--- config.mk ---
export PLATFORM = sky130hd
export DESIGN_NAME = dds_phase_core
export DESIGN_NICKNAME = d
export VERILOG_FILES = /design/src/rtl/dds_pkg.sv /design/src/rtl/dds_sync.sv /design/src/rtl/dds_frame_rx.sv /design/src/rtl/dds_phase_gen.sv /design/src/rtl/dds_phase_core.sv
export SDC_FILE = /design/constraint.sdc
export NUM_CORES = 1
export LEC_CHECK = 0
export BUFFER_PORTS_ARGS = -buffer_cell sky130_fd_sc_hd__buf_4
export CORE_ASPECT_RATIO = 1.4
export CORE_MARGIN = 2
export CORE_UTILIZATION = 56
export DETAILED_ROUTE_END_ITERATION = 8
export PLACE_DENSITY_LB_ADDON = 0.15
export RECOVER_POWER = 50
export SYNTH_ARGS = -nofsm -noshare
export SYNTH_HDL_FRONTEND = slang
export SYNTH_HIERARCHICAL = 1
export SYNTH_SLANG_ARGS = --single-unit
--- constraint.sdc ---
create_clock -name clk_i -period 2.5 [get_ports clk_i]
set_clock_uncertainty 0.1 [all_clocks]
set_input_delay 0.125 -clock clk_i [delete_from_list [all_inputs] [get_ports clk_i]]
set_output_delay 0.125 -clock clk_i [all_outputs]
set_load 0.005 [all_outputs]
--- src/rtl/dds_pkg.sv ---
package dds_pkg;
  typedef struct packed {
    logic bclk;
    logic bdat;
    logic bupd;
  } ser_pins_t;
endpackage

--- src/rtl/dds_sync.sv ---
module dds_sync #(
  parameter int W      = 3,
  parameter int STAGES = 2
) (
  input  logic         clk_i,
  input  logic         rst_i,
  input  logic [W-1:0] d_i,
  output logic [W-1:0] q_o
);
  logic [W-1:0] stg [STAGES];

  for (genvar s = 0; s < STAGES; s++) begin : g_stg
    if (s == 0) begin : g_first
      always_ff @(posedge clk_i) begin
        if (rst_i) stg[s] <= '0;
        else       stg[s] <= d_i;
      end
    end else begin : g_next
      always_ff @(posedge clk_i) begin
        if (rst_i) stg[s] <= '0;
        else       stg[s] <= stg[s-1];
      end
    end
  end

  assign q_o = stg[STAGES-1];
endmodule

--- src/rtl/dds_frame_rx.sv ---
module dds_frame_rx
  import dds_pkg::*;
#(
  parameter int FTW_W       = 32,
  parameter int CTRL_W      = 8,
  parameter int SYNC_STAGES = 2
) (
  input  logic              clk_i,
  input  logic              rst_i,
  input  logic              ser_clk_i,
  input  logic              ser_dat_i,
  input  logic              ser_upd_i,
  output logic [FTW_W-1:0]  ftw_q,
  output logic [CTRL_W-1:0] ctrl_q
);
  localparam int FRM_W = FTW_W + CTRL_W;
  localparam int PIN_W = $bits(ser_pins_t);

  ser_pins_t         raw, syn, prev_q;
  logic [PIN_W-1:0]  syn_bits;
  logic [FRM_W-1:0]  frame_q;
  logic              clk_rise, upd_rise;

  assign raw = '{bclk: ser_clk_i, bdat: ser_dat_i, bupd: ser_upd_i};

  dds_sync #(.W(PIN_W), .STAGES(SYNC_STAGES)) u_sync (
    .clk_i (clk_i),
    .rst_i (rst_i),
    .d_i   (raw),
    .q_o   (syn_bits)
  );

  assign syn = ser_pins_t'(syn_bits);

  always_ff @(posedge clk_i) begin
    if (rst_i) prev_q <= '0;
    else       prev_q <= syn;
  end

  assign clk_rise = syn.bclk & ~prev_q.bclk;
  assign upd_rise = syn.bupd & ~prev_q.bupd;

  always_ff @(posedge clk_i) begin
    if (rst_i)         frame_q <= '0;
    else if (clk_rise) frame_q <= {syn.bdat, frame_q[FRM_W-1:1]};
  end

  always_ff @(posedge clk_i) begin
    if (rst_i) begin
      ftw_q  <= '0;
      ctrl_q <= '0;
    end else if (upd_rise) begin
      ftw_q  <= frame_q[FTW_W-1:0];
      ctrl_q <= frame_q[FRM_W-1 -: CTRL_W];
    end
  end

  p_shift_hold_r1: assert property (@(posedge clk_i) disable iff (rst_i)
    !clk_rise |=> $stable(frame_q));
  p_load_r3: assert property (@(posedge clk_i) disable iff (rst_i)
    upd_rise |=> (ftw_q == $past(frame_q[FTW_W-1:0]) &&
                  ctrl_q == $past(frame_q[FRM_W-1 -: CTRL_W])));
  p_keep_r3: assert property (@(posedge clk_i) disable iff (rst_i)
    !upd_rise |=> ($stable(ftw_q) && $stable(ctrl_q)));
  p_pulse_r9: assert property (@(posedge clk_i) disable iff (rst_i)
    clk_rise |=> !clk_rise);
endmodule

--- src/rtl/dds_phase_gen.sv ---
module dds_phase_gen #(
  parameter int ACC_W = 32,
  parameter int OFS_W = 5,
  parameter int OUT_W = 12
) (
  input  logic             clk_i,
  input  logic             rst_i,
  input  logic [ACC_W-1:0] ftw_i,
  input  logic [OFS_W-1:0] ofs_i,
  output logic [OUT_W-1:0] phase_o,
  output logic             square_o
);
  localparam int OFS_POS = ACC_W - OFS_W;

  logic [ACC_W-1:0] acc_q, ph_w;

  assign ph_w = acc_q + (ACC_W'(ofs_i) << OFS_POS);

  always_ff @(posedge clk_i) begin
    if (rst_i) begin
      acc_q    <= '0;
      phase_o  <= '0;
      square_o <= 1'b0;
    end else begin
      acc_q    <= acc_q + ftw_i;
      phase_o  <= ph_w[ACC_W-1 -: OUT_W];
      square_o <= ph_w[ACC_W-1];
    end
  end

  p_step_r5: assert property (@(posedge clk_i) disable iff (rst_i)
    1'b1 |=> (acc_q == $past(acc_q) + $past(ftw_i)));
endmodule

--- src/rtl/dds_phase_core.sv ---
module dds_phase_core #(
  parameter int ACC_W       = 32,
  parameter int CTRL_W      = 8,
  parameter int OFS_W       = 5,
  parameter int OUT_W       = 12,
  parameter int SYNC_STAGES = 2
) (
  input  logic             clk_i,
  input  logic             rst_i,
  input  logic             ser_clk_i,
  input  logic             ser_dat_i,
  input  logic             ser_upd_i,
  output logic [OUT_W-1:0] phase_o,
  output logic             square_o,
  output logic             mult_en_o
);
  localparam int OFS_LSB = CTRL_W - OFS_W;

  logic [ACC_W-1:0]  ftw;
  logic [CTRL_W-1:0] ctrl;

  dds_frame_rx #(.FTW_W(ACC_W), .CTRL_W(CTRL_W), .SYNC_STAGES(SYNC_STAGES)) u_rx (
    .clk_i     (clk_i),
    .rst_i     (rst_i),
    .ser_clk_i (ser_clk_i),
    .ser_dat_i (ser_dat_i),
    .ser_upd_i (ser_upd_i),
    .ftw_q     (ftw),
    .ctrl_q    (ctrl)
  );

  dds_phase_gen #(.ACC_W(ACC_W), .OFS_W(OFS_W), .OUT_W(OUT_W)) u_gen (
    .clk_i    (clk_i),
    .rst_i    (rst_i),
    .ftw_i    (ftw),
    .ofs_i    (ctrl[CTRL_W-1 -: OFS_W]),
    .phase_o  (phase_o),
    .square_o (square_o)
  );

  assign mult_en_o = ctrl[0];

  initial begin
    if (OFS_LSB < 1) $error("control byte too narrow for flag and offset");
  end
endmodule

==> out/results.ini <==
[finish]
n_antenna_cell=0
mostFrequentLayoutCells=dfxtp_1 (128), nand2b_1 (80), mux2i_1 (77), buf_4 (59), nor2_1 (43)
drive_above_1_share=0.1726
layout_commonest_cell=dfxtp_1
final_core_util=0.6891
syn_to_final_growth_pct=19.37
finalNetCount=730
final_cell_count_no_fill=842

[critical_path]
max_stage_delay_ps=370
critPathLaunchType=flop
path_max_fanout=4
path_class=flop to flop
worst_setup_path_end_kind=flop
cp.required_ps=2750
critPathArrivalTime_ps=2820
slowest_stage=a2111o_1
crit_chain=ha_4, a21o_1, buf_4, a22oi_2, a211o_1, o311a_1, o31a_1, a2111o_1, o21ai_1

[route]
dr.pass1.iters=4
drt_iter0_markers=201
drc_errors=0
postRouteWirelength_um=13580
routed_via_density=5.499
wire_per_inst_um=16.13
postRouteAntennaNets=0
num_vias=4630

[power]
pwr-share-seq=0.441
power_density_nw_per_um2=632.9
swShare=0.2089
power_mw=4.739
combinationalPowerShare=0.028
leakage_nw=3.455
intPower_mw=3.750
netSwitchingPower_uw=989.8
pwr-share-clk=0.531
vdd_ir_drop_max_uv=476.9

[floorplanning]
initial_core_util=0.5773
coreArea_um2=10870
dieArea_um2=12080
io_pins=19
fp.dieW_um=93.46
num_rows=45
die_y_um=129.2

[yosys]
syn_inst=641
synth_warnings=6
avgSynthCellArea_um2=9.787
netlist_area_um2=6274
syn_nets=683

[place]
dp.final_hpwl_um=9426
io_buffers=18
dp.cells=803
pre_cts_ws_ps=-204.4
gp_congestion=0.8564

[global_route]
antenna_found_initial=0
grt_max_degree=103
grt_pass1_vias=4819
grt_overflow=0
grt_pass1_wl_um=22360
grt_util_all_layers=0.2364

[timing]
worst_slew_pin_slew_ps=823.7
fmax_ghz=0.3891
fin_crit_sh=1.028
fin_tns_setup_ps=-140.0
period_minus_slack_ps=2570
fin_ws_ps=-69.84
timing_hold_violations_final=0
finalMaxSlewViolations=0
rsz0062_at_grt=true
setup-violations-final=4
slew_headroom=0.4509

[clock_tree]
clk_pin_slew_ps=60
clk_latency_ps=410
clock_sinks=130
cts_root_buffer=clkbuf_16
clock_path_buffers=2
h-tree-depth=4
cts_inserted_buffers=17
cts_tree=yes

[outcome]
violations=negative setup slack
status=finished with violations

[run]
drv_cap=0

[min_path]
hp-class=primary input to flop

through the flow:
step           cell area [um2]  hold WS [ps]
5_1_grt                   7488         251.5
3_5_place_dp              6658         244.4
6_report                  7488         200.0
3_3_place_gp              6658         242.3
2_1_floorplan             6274         96.61
4_1_cts                   7393         201.0
power by group through the flow:
| stage | clock, mW | sequential [mW] | combinational (mW) |
|---|---|---|---|
| finish | 2.52 | 2.09 | 0.132 |
| global route | 2.65 | 2.09 | 0.142 |
| CTS | 2.56 | 2.09 | 0.134 |
| detailed placement | 0 | 2.13 | 0.131 |
| global placement | 0 | 2.13 | 0.127 |
| floorplan | 0 | 2.13 | 0.114 |
path summary, 6_finish.rpt:
kind,start,end,slack (ps),cells past startpoint
worst max-delay path,u_rx/ftw_q[4],u_gen/acc_q[30],-70,9
worst min-delay path,rst_i,u_gen/acc_q[22],200,2
worst max register to register,u_rx/ftw_q[4],u_gen/acc_q[30],-70,9
worst min register to register,u_rx/u_sync/stg[0][2],u_rx/u_sync/stg[1][2],340,1
routing by layer:
metal  track usage  wire length [um]  vias to the layer above
li1              -                 -                     2333
met1        0.2476              5532                     2204
met2        0.4570              7463                       69
met3       0.04419               273                       24
met4       0.09429               312                        0
met5             0                 0                        -
area by class of cell:
class	count	area [um2]
sequential	130	2605
fill	890	3378
clock buffer	21	450.4
multi-input combinational	466	3570
tap	141	176.4
inverter	10	37.54
timing repair buffer	63	493.0
clock inverter	11	156.4
sequential cells by signal (all words and copies together), names as in the netlist:
signal and count:
u_rx/frame_q 40, u_gen/acc_q 32, u_rx/u_sync/stg 6, u_gen/phase_o 12
u_rx/prev_q 2, u_rx/ctrl_q 6, u_rx/ftw_q 32
worst max-delay path, delay by kind of cell (launching register included):
family	cells	cell delay, ps
fa+ha+maj	1	280
compound gates	7	1660
buf+inv	1	140
flops	1	330
what timing repair did:
action,CTS,global route
pin swaps,8,6
endpoints found under the setup margin,10,16
endpoints found under the hold margin,3,0
buffers inserted,2,2
resized for setup,14,19
hold buffers,3,0
Power figures use the tool's default switching activity.
